### src/rtl/pwrseq_pkg.sv
package pwrseq_pkg;

    typedef enum logic [2:0] {
        ST_WAIT_PG,
        ST_SETTLE,
        ST_RUN,
        ST_STOP_PCIF,
        ST_STOP_BUF,
        ST_STOP_REST,
        ST_PLL_OFF,
        ST_RESTART
    } seq_state_e;

    localparam logic [1:0] STRAP_HIGH = 2'b01;

endpackage

### src/rtl/pwrseq_sync.sv
module pwrseq_sync #(
    parameter int          W       = 1,
    parameter logic [W-1:0] RST_VAL = '1
) (
    input  logic         clk,
    input  logic         rst_n,
    input  logic [W-1:0] din,
    output logic [W-1:0] dout
);
    logic [W-1:0] meta_q;
    logic [W-1:0] meta_d;
    logic [W-1:0] sync_q;
    logic [W-1:0] sync_d;

    always_comb begin
        meta_d = din;
        sync_d = meta_q;
    end

    always_ff @(posedge clk or negedge rst_n) begin
        if (!rst_n) begin
            meta_q <= RST_VAL;
            sync_q <= RST_VAL;
        end else begin
            meta_q <= meta_d;
            sync_q <= sync_d;
        end
    end

    assign dout = sync_q;
endmodule

### src/rtl/pwrseq_lane.sv
module pwrseq_lane (
    input  logic clk,
    input  logic rst_n,
    input  logic src,
    input  logic stop_req,
    input  logic start_req,
    output logic gated,
    output logic halted
);
    typedef struct packed {
        logic en;
        logic src_prev;
        logic gated;
    } lane_t;

    lane_t lane_d;
    lane_t lane_q;

    always_comb begin
        lane_d          = lane_q;
        lane_d.src_prev = src;
        if (stop_req && lane_q.src_prev && !src) begin
            lane_d.en = 1'b0;
        end else if (start_req && !src) begin
            lane_d.en = 1'b1;
        end
        lane_d.gated = src & lane_d.en;
    end

    always_ff @(posedge clk or negedge rst_n) begin
        if (!rst_n) begin
            lane_q <= '0;
        end else begin
            lane_q <= lane_d;
        end
    end

    assign gated  = lane_q.gated;
    assign halted = !lane_q.en;
endmodule

### src/rtl/clkgen_pwr_seq.sv
module clkgen_pwr_seq
    import pwrseq_pkg::*;
#(
    parameter int N_OTH       = 3,
    parameter int SETTLE_CYC  = 25000,
    parameter int RESTART_CYC = 100000
) (
    input  logic             clk,
    input  logic             rst_n,
    input  logic             pg_n,
    input  logic             pd_n,
    input  logic             s1,
    input  logic [1:0]       s2_lvl,
    input  logic             park_tri,
    input  logic             cpu_src,
    input  logic             pcif_src,
    input  logic             buf_src,
    input  logic [N_OTH-1:0] oth_src,
    output logic             cput_out,
    output logic             cput_oe,
    output logic             cpuc_out,
    output logic             cpuc_oe,
    output logic             pcif_out,
    output logic             buf_out,
    output logic [N_OTH-1:0] oth_out,
    output logic             pll_en,
    output logic [1:0]       freq_sel
);
    localparam int CNT_MAX = (SETTLE_CYC > RESTART_CYC) ? SETTLE_CYC : RESTART_CYC;
    localparam int CNT_W   = $clog2(CNT_MAX + 1);

    typedef struct packed {
        seq_state_e       state;
        logic [CNT_W-1:0] cnt;
        logic             qual;
        logic [1:0]       freq;
        logic             cpu_run;
        logic             park;
        logic             tri_sel;
        logic             pll;
        logic             cpu_prev;
        logic             cput;
        logic             cpuc;
        logic             cput_oe;
        logic             cpuc_oe;
    } seq_t;

    seq_t seq_d;
    seq_t seq_q;

    logic [1:0] sync_out;
    logic       pg_s;
    logic       pd_s;

    pwrseq_sync #(.W(2), .RST_VAL(2'b11)) u_sync (
        .clk   (clk),
        .rst_n (rst_n),
        .din   ({pg_n, pd_n}),
        .dout  (sync_out)
    );
    assign pg_s = sync_out[1];
    assign pd_s = sync_out[0];

    logic             run_ph;
    logic             pcif_halted;
    logic             buf_halted;
    logic [N_OTH-1:0] oth_halted;

    assign run_ph = (seq_q.state == ST_RUN);

    pwrseq_lane u_pcif (
        .clk       (clk),
        .rst_n     (rst_n),
        .src       (pcif_src),
        .stop_req  (seq_q.state == ST_STOP_PCIF),
        .start_req (run_ph),
        .gated     (pcif_out),
        .halted    (pcif_halted)
    );

    pwrseq_lane u_buf (
        .clk       (clk),
        .rst_n     (rst_n),
        .src       (buf_src),
        .stop_req  (seq_q.state == ST_STOP_BUF),
        .start_req (run_ph),
        .gated     (buf_out),
        .halted    (buf_halted)
    );

    for (genvar gi = 0; gi < N_OTH; gi++) begin : g_oth
        pwrseq_lane u_oth (
            .clk       (clk),
            .rst_n     (rst_n),
            .src       (oth_src[gi]),
            .stop_req  (seq_q.state == ST_STOP_REST),
            .start_req (run_ph),
            .gated     (oth_out[gi]),
            .halted    (oth_halted[gi])
        );
    end

    logic cpu_rise;
    logic cpuc_rise;
    assign cpu_rise  = !seq_q.cpu_prev && cpu_src;
    assign cpuc_rise = seq_q.cpu_prev && !cpu_src;

    always_comb begin
        seq_d          = seq_q;
        seq_d.cpu_prev = cpu_src;
        case (seq_q.state)
            ST_WAIT_PG: begin
                if (!pg_s) begin
                    seq_d.state = ST_SETTLE;
                    seq_d.cnt   = '0;
                end
            end
            ST_SETTLE: begin
                if (seq_q.cnt == CNT_W'(SETTLE_CYC - 1)) begin
                    seq_d.freq  = {(s2_lvl == STRAP_HIGH), s1};
                    seq_d.state = ST_RUN;
                    seq_d.qual  = 1'b0;
                end else begin
                    seq_d.cnt = seq_q.cnt + 1'b1;
                end
            end
            ST_RUN: begin
                if (!seq_q.cpu_run && !cpu_src) begin
                    seq_d.cpu_run = 1'b1;
                    seq_d.park    = 1'b0;
                end
                if (cpuc_rise) begin
                    if (!pd_s) begin
                        if (seq_q.qual) begin
                            seq_d.state = ST_STOP_PCIF;
                            seq_d.qual  = 1'b0;
                        end else begin
                            seq_d.qual = 1'b1;
                        end
                    end else begin
                        seq_d.qual = 1'b0;
                    end
                end
            end
            ST_STOP_PCIF: begin
                if (pcif_halted) seq_d.state = ST_STOP_BUF;
            end
            ST_STOP_BUF: begin
                if (buf_halted) seq_d.state = ST_STOP_REST;
            end
            ST_STOP_REST: begin
                if ((seq_q.cpu_run && cpu_rise) || (!seq_q.cpu_run && !seq_q.park)) begin
                    seq_d.cpu_run = 1'b0;
                    seq_d.park    = 1'b1;
                    seq_d.tri_sel = park_tri;
                end
                if ((&oth_halted) && seq_q.park) begin
                    seq_d.state = ST_PLL_OFF;
                    seq_d.pll   = 1'b0;
                end
            end
            ST_PLL_OFF: begin
                if (pd_s) begin
                    seq_d.state = ST_RESTART;
                    seq_d.pll   = 1'b1;
                    seq_d.cnt   = '0;
                end
            end
            ST_RESTART: begin
                if (seq_q.cnt == CNT_W'(RESTART_CYC - 1)) begin
                    seq_d.state = ST_RUN;
                    seq_d.qual  = 1'b0;
                end else begin
                    seq_d.cnt = seq_q.cnt + 1'b1;
                end
            end
            default: seq_d.state = ST_WAIT_PG;
        endcase
        seq_d.cput    = seq_d.cpu_run ? cpu_src : seq_d.park;
        seq_d.cpuc    = seq_d.cpu_run & !cpu_src;
        seq_d.cput_oe = seq_d.cpu_run | (seq_d.park & !seq_d.tri_sel);
        seq_d.cpuc_oe = seq_d.cpu_run;
    end

    always_ff @(posedge clk or negedge rst_n) begin
        if (!rst_n) begin
            seq_q       <= '0;
            seq_q.state <= ST_WAIT_PG;
            seq_q.pll   <= 1'b1;
        end else begin
            seq_q <= seq_d;
        end
    end

    assign cput_out = seq_q.cput;
    assign cpuc_out = seq_q.cpuc;
    assign cput_oe  = seq_q.cput_oe;
    assign cpuc_oe  = seq_q.cpuc_oe;
    assign pll_en   = seq_q.pll;
    assign freq_sel = seq_q.freq;
endmodule

### config.mk
export PLATFORM = sky130hd
export DESIGN_NAME = clkgen_pwr_seq
export DESIGN_NICKNAME = d
export VERILOG_FILES = /design/src/rtl/pwrseq_pkg.sv /design/src/rtl/pwrseq_sync.sv /design/src/rtl/pwrseq_lane.sv /design/src/rtl/clkgen_pwr_seq.sv
export SDC_FILE = /design/constraint.sdc
export NUM_CORES = 1
export LEC_CHECK = 0
export BUFFER_PORTS_ARGS = -buffer_cell sky130_fd_sc_hd__buf_4
export CAP_MARGIN = 20
export CELL_PAD_IN_SITES_DETAIL_PLACEMENT = 0
export CELL_PAD_IN_SITES_GLOBAL_PLACEMENT = 1
export CORE_AREA = 10 10 72 98
export DETAILED_ROUTE_END_ITERATION = 8
export DIE_AREA = 0 0 82 108
export PLACE_DENSITY = 0.85
export SLEW_MARGIN = 20
export SYNTH_ARGS = -nofsm -noshare
export SYNTH_HDL_FRONTEND = slang
export SYNTH_HIERARCHICAL = 1
export SYNTH_SLANG_ARGS = --single-unit
### constraint.sdc
create_clock -name clk -period 4 [get_ports clk]
set_input_delay 0.6 -clock clk [delete_from_list [all_inputs] [get_ports clk]]
set_output_delay 0.6 -clock clk [all_outputs]
set_load 0.05 [all_outputs]
### Yosys cells after proc, flatten, opt, wreduce, memory -nomap -nowiden

Index checks and enable logic that the tools add are counted.

* $add $sub $neg: 1
* equality and inequality tests: 22
* mux-type cells: 38
* bitwise gates (word level): 8
* reductions and logical operators: 45

Operators by type and width (count)
* one-hot mux 17 bit (4 select lines): 1
* 2-to-1 mux 20 bit: 2
* 2-to-1 mux 17 bit: 2
* 2-to-1 mux 3 bit: 10
* one-hot mux 3 bit (8 select lines): 1
* != test 2 bit, second input constant: 11
* logical AND 1 bit: 21
* 2-to-1 mux 1 bit: 18
* adder 17 x 1 -> 17 bit, second input constant: 1
* equality test 17 x 15 -> 1 bit, second input constant: 1
* equality test 17 bit, second input constant: 1
* zero test 1 bit: 13
* equality test 3 bit, second input constant: 4
* AND reduction 10 bit: 1
* AND 1 bit: 7
* equality test 3 x 2 -> 1 bit, second input constant: 2
* AND reduction 3 bit: 2
* AND reduction 5 bit: 1
* one-hot mux 2 bit (2 select lines): 1
* AND reduction 4 bit: 1
* nonzero test 4 bit: 1
* equality test 3 x 1 -> 1 bit, second input constant: 1
* zero test 3 bit: 1
* one-hot mux 1 bit (3 select lines): 1
* other kinds (9): 9

* flip-flop bits (word level): 50

### Depth between registers and ports, before layout

* depth after elaboration: 9
* depth in mapped cells: 9

### Modules after synthesis

Netlist, hierarchy kept.

By module, submodules not included
* clkgen_pwr_seq: times used 1, cells an instance 208, area each 1884.3 um^2
* pwrseq_lane: times used 5, cells an instance 8, area each 105.1 um^2
* pwrseq_sync: times used 1, cells an instance 4, area each 105.1 um^2

### Worst setup path before layout

No wires, ideal clock.

* path kind: register to register
* start point: reg seq_q[24] in the netlist's numbering
* end point: reg seq_q[24] in the netlist's numbering
* data arrival time: 1.818 ns
* required time: 3.870 ns
* slack: 2.052 ns
* cell stages (with the launch flop): 8
* clock period less this slack: 1.948 ns
* cells stage by stage: dfrtp_1 -> or4b_4 -> nor4_4 -> nand2b_2 -> nand4_1 -> buf_6 -> nand2b_1 -> o21ai_0

* word-level cells in the longest chain between the ends: 3
* elaborated cells on any way between the ends: 9
* classes of those cells: add/sub (1); eq/ne (4); mux (3); reduce/logical (1)

RTL lines
* start: declaration: line clkgen_pwr_seq.sv:49 `seq_t seq_q;`
* start signal: assignment: line clkgen_pwr_seq.sv:191 `seq_q <= seq_d;`
* adder 17 x 1 -> 17 bit (tied with other cells): line clkgen_pwr_seq.sv:124, clkgen_pwr_seq.sv:174
* 2-to-1 mux 17 bit (tied with other cells): line clkgen_pwr_seq.sv:170 `if (seq_q.cnt == CNT_W'(RESTART_CYC - 1)) begin`
* one-hot mux 17 bit (4 select lines) or AND reduction 5 bit (tied branches)

Parallel ways exist; a longest one is shown, timed or not. The select of a mux whose other input is x is not followed.
A chain may end at the register's enable or synchronous reset.

### Final worst setup path

* start point: reg seq_q[24] in the netlist's numbering
* end point: reg seq_q[21] in the netlist's numbering

* word-level cells in the longest chain between the ends: 3
* elaborated cells on any way between the ends: 5
* classes of those cells: eq/ne (4); reduce/logical (1)

RTL lines (line)
* equality test 17 bit or equality test 17 x 15 -> 1 bit (tied branches): clkgen_pwr_seq.sv:170, clkgen_pwr_seq.sv:119
* != test 2 bit (no source line)
* AND reduction 5 bit (no source line) (*)

Every way passes the cells marked *; elsewhere a longest branch is shown, timed or not.

==> results.md <==
Floorplan:
- Measured along the x axis, the die boundary spans 82 um.
- The core region is approximately 5400 um2.
- The die span in y is roughly 110 um.
- The initial utilization of the core area, before any placement, comes to between 40% and 50%.
- The initialized floorplan defines 32 standard-cell rows.
- The top-level port count is 26.
- The die outline area is just under 9000 um2.

Placement:
- The pre-CTS setup slack is between 1.5 and 2 ns.
- The wire-length estimate of the detail-placed layout is ~3800 um.
- At the end of routability-driven placement, the weighted congestion stood at 0.776.
- Buffers placed on the I/O ports in this run total 25.

Critical path:
- The depth of the most critical reg-to-reg path is 6.
- In this design, the stage delay of the slowest critical-path cell is around 0.59 ns.
- The signal on the critical path passes through or4b_4 > nor4_4 > nand3_2 > nand4_1 > nand2b_1 > o21ai_0.
- The highest fanout seen on the critical path is 11.
- Tracing the worst setup path back leads to its startpoint at seq_q[24].
- The kind of start point of the critical path is a flip-flop.
- The critical path is of the reg2reg type.
- The launch point of the worst reg-to-reg path is seq_q[24].
- STA puts the critical path data arrival time at about 2.6 ns.
- At the worst endpoint, the required time is about 4.2 ns.
- The worst register-to-register path ends at seq_q[21].
- The number of buffers and inverters on the critical path is 0.
- In this run the register-to-register setup slack is around 1.6 ns.
- The endpoint type of the worst setup path is a flip-flop.
- In this design, the largest share of critical-path delay is due to simple AND/OR/NAND/NOR gates.
- On the critical path, the stage with the largest delay is an instance of sky130_fd_sc_hd__or4b_4.

STA:
- The headroom to the max-slew limit is 46.6%.
- At the pin with the least slew margin, the transition time is between 0.7 and 0.8 ns.
- Setup repair after global routing left no endpoint under its margin.
- Clock skew on the completed layout was measured at 0.00840 ns.
- The minimum clock period is 2.37 ns.
- The hold violation count in the final report is 0.
- The timing-limited maximum frequency is about 0.42 GHz.
- The post-route clock period utilization is between 50% and 60%.
- The post-route worst setup slack is about 1.6 ns.
- The final max-slew violation count is 0.
- The total negative slack for setup checks is 0 ns.
- The setup violation total in the final timing report is 0.

Cells and area:
- The footprint of the flip-flops and latches is roughly 1300 um2.
- The count of antenna diodes in the layout is 0.
- At the end of the flow, the number of nets in the layout was between 200 and 300.
- The number of fill cells in the layout is 511.
- The combined area of the multi-input logic cells is around 1100 um2.
- Of the cells placed in the final design, the portion with a size suffix greater than 1 is 19.3%.
- Leaving out fill and tap cells, the most frequent cells in the layout are sky130_fd_sc_hd__dfrtp_1 (45), sky130_fd_sc_hd__buf_4 (25), sky130_fd_sc_hd__nand2_1 (21).
- Leaving out fill and tap cells, the most frequent cell in the layout is sky130_fd_sc_hd__dfrtp_1.
- The area added between synthesis and finish is 12.9%.

GRT:
- The via count of the first global-routing pass is about 1900.
- The initial antenna violation count is 0.
- The maximum number of pins on one net before global-route repair is between 50 and 60.
- The global routing usage summed across all routing layers is between 10 and 15%.
- The total congestion overflow after global routing is 0.
- The first global-routing pass estimated approximately 8800 um of wire.

Yosys:
- After synthesis, the cell types taking the most area are sky130_fd_sc_hd__dfrtp_1 (45%), sky130_fd_sc_hd__dfstp_2 (5.2%), sky130_fd_sc_hd__o21ai_0 (3.8%).
- The async set or reset register ratio after synthesis is between 90% and 100%.
- The synthesized area is 2510 um2.
- Counting flops with a built-in enable in the synthesized netlist gives 0.
- The flop and latch count out of synthesis is 50.
- The net count of the mapped netlist is 270.
- The number of unique standard cell types used by synthesis is 49.
- The Yosys step of the flow raised 6 warnings.
- Summed over all instances, the cell type with the most area after synthesis is sky130_fd_sc_hd__dfrtp_1.
- After synthesis, the mean cell area works out to 9.98 um2.
- The cell count after synthesis came out at between 200 and 300.
- Summed over its instances, the top area cell type makes up between 40 and 50% of the synthesized netlist area.
- The most used flip-flop cell after synthesis is sky130_fd_sc_hd__dfrtp_1.
- The part of the Yosys area used for sequential elements is about half.

Power and ir drop:
- Summed over all cells, the static leakage comes to 0.00119 uW.
- The power density over the cells is 643 nW/um2.
- IR analysis of the VDD net gives a maximum drop of approximately 200 uV.
- After layout, the design draws a total of ~1800 uW.

CTS:
- The number of buffers inserted to repair setup after CTS is 0.
- The total of hold buffers inserted after clock tree synthesis is 0.
- For the worst-skew pair, the clock arrives at the later sink with an insertion delay of around 0.30 ns.
- The number of levels the H-tree was split into is 2.
- The TritonCTS clock tree is yes.
- The number of gates resized after CTS was 0.
- In this run the clock root is driven by a sky130_fd_sc_hd__clkbuf_8.
- The total clock sinks is 50.
- The deepest clock path buffer count is 2.
- The clock slew at the register clock pins of the worst setup and hold paths is about 0.09 ns.
- The total clock buffers created by CTS is 5.

Detailed routing:
- The total number of vias is around 1900.
- The remaining antenna violation count is 0.
- The iteration count of the initial detailed-routing pass is 4.
- After detailed routing, the number of remaining DRC violations is 0.
- The detailed-route wire length per cell is between 15 and 20 um.
- The total wirelength of the detailed-routed design is roughly 5200 um.
- In this run, the number of DRC markers left after iteration 0 of detailed routing was between 100 and 150.
- In the routed layout, each cell is associated on average with a via count of 5.68.

Hold path:
- The path category of the worst min-delay check is in2async.

Status:
- The flow ran to the end, and the final reports show no timing, DRC or antenna violations.

Run:
- The max-cap violation count is 0.
## registers in the layout, indices dropped and copies added, names as in the netlist
name and flops:
cpuc_oe 1, cpuc_out 1, cput_oe 1, cput_out 1
freq_sel 2, g_oth.u_oth/gated 3, g_oth.u_oth/lane_q 6, pll_en 1
seq_q 24, u_buf/gated 1, u_buf/lane_q 2, u_pcif/gated 1
u_pcif/lane_q 2, u_sync/dout 2, u_sync/meta_q 2
## area by class of cell
cell class                      instances  area share [%]
Timing Repair Buffer                   25            6.61
Clock buffer                            5            2.42
Tap cell                               68            3.00
Multi-Input combinational cell        180            40.5
Inverter                               12            1.59
Clock inverter                          3            1.59
Sequential cell                        50            44.3
## cell families after synthesis
logic type,share of synthesized area (%)
DFF,50.0
AOI/OAI and AO/OA,17.4
muxes,0.895
buffers and inverters,4.28
adders and majority gates,1.99
and+or+nand+nor,25.5
## routing by layer
metal  up-vias  wire length [um]  track usage [%]
li1        960                 -                -
met3         6               269             2.82
met4         0                65             3.54
met5         -                 0                0
met1       949              2100             13.9
met2        34              2760             21.8
## cells in the mapped netlist (2+ instances only)
library cell / count
sky130_fd_sc_hd__nand3_1: 13
sky130_fd_sc_hd__o21ai_0: 19
sky130_fd_sc_hd__buf_2: 2
sky130_fd_sc_hd__inv_1: 12
sky130_fd_sc_hd__ha_1: 4
sky130_fd_sc_hd__mux2_2: 2
sky130_fd_sc_hd__and2_1: 5
sky130_fd_sc_hd__nand4_1: 6
sky130_fd_sc_hd__a31oi_1: 6
sky130_fd_sc_hd__nand3_2: 2
sky130_fd_sc_hd__and2_2: 5
sky130_fd_sc_hd__or4bb_1: 2
sky130_fd_sc_hd__buf_4: 2
sky130_fd_sc_hd__o31ai_1: 8
sky130_fd_sc_hd__buf_6: 2
sky130_fd_sc_hd__a21oi_1: 6
sky130_fd_sc_hd__nor3b_1: 2
sky130_fd_sc_hd__dfrtp_1: 45
sky130_fd_sc_hd__a2bb2oi_1: 6
sky130_fd_sc_hd__nor3_1: 2
sky130_fd_sc_hd__dfstp_2: 5
sky130_fd_sc_hd__o21a_1: 3
sky130_fd_sc_hd__nor2_1: 18
sky130_fd_sc_hd__or4_1: 3
sky130_fd_sc_hd__nand2_1: 21
sky130_fd_sc_hd__nor2b_1: 2
sky130_fd_sc_hd__o41ai_1: 3
sky130_fd_sc_hd__a211oi_1: 2
sky130_fd_sc_hd__o21ai_1: 7
sky130_fd_sc_hd__nand2b_1: 11
sky130_fd_sc_hd__nor4_4: 2
sky130_fd_sc_hd__and3_1: 3
sky130_fd_sc_hd__clkbuf_1: 3
sky130_fd_sc_hd__nor4_1: 3
## per-stage QoR
| stage | area [um2] | util [%] | hold WS, ns | std cells |
|---|---|---|---|---|
| after detailed placement | 2730 | 50.8 | 0.347 | 335 |
| after CTS | 2840 | 52.9 | 0.323 | 343 |
| after global routing | 2840 | 52.9 | 0.344 | 343 |
| after global placement | 2730 | 50.8 | 0.347 | 335 |
| final | 2840 | 52.9 | 0.313 | 343 |
| after floorplan | 2510 | - | 0.304 | 252 |
## how the worst max path moves through the flow
stage | cells past startpoint | endpoint | slack (ns)
6_report | 6 | seq_q[21] | 1.63
5_1_grt | 4 | seq_q[17] | 1.45
4_1_cts | 6 | seq_q[21] | 1.61
3_5_place_dp | 6 | seq_q[21] | 1.64
3_3_place_gp | 6 | seq_q[21] | 1.67
2_1_floorplan | 7 | seq_q[24] | 2.05
## report_power, final
part | switching, uW | leakage (uW) | internal [uW]
sequential | 110 | 0.000609 | 603
combinational | 477 | 0.000534 | 278
clock | 170 | 0.0000504 | 186
(Power assumes the default switching activity.)
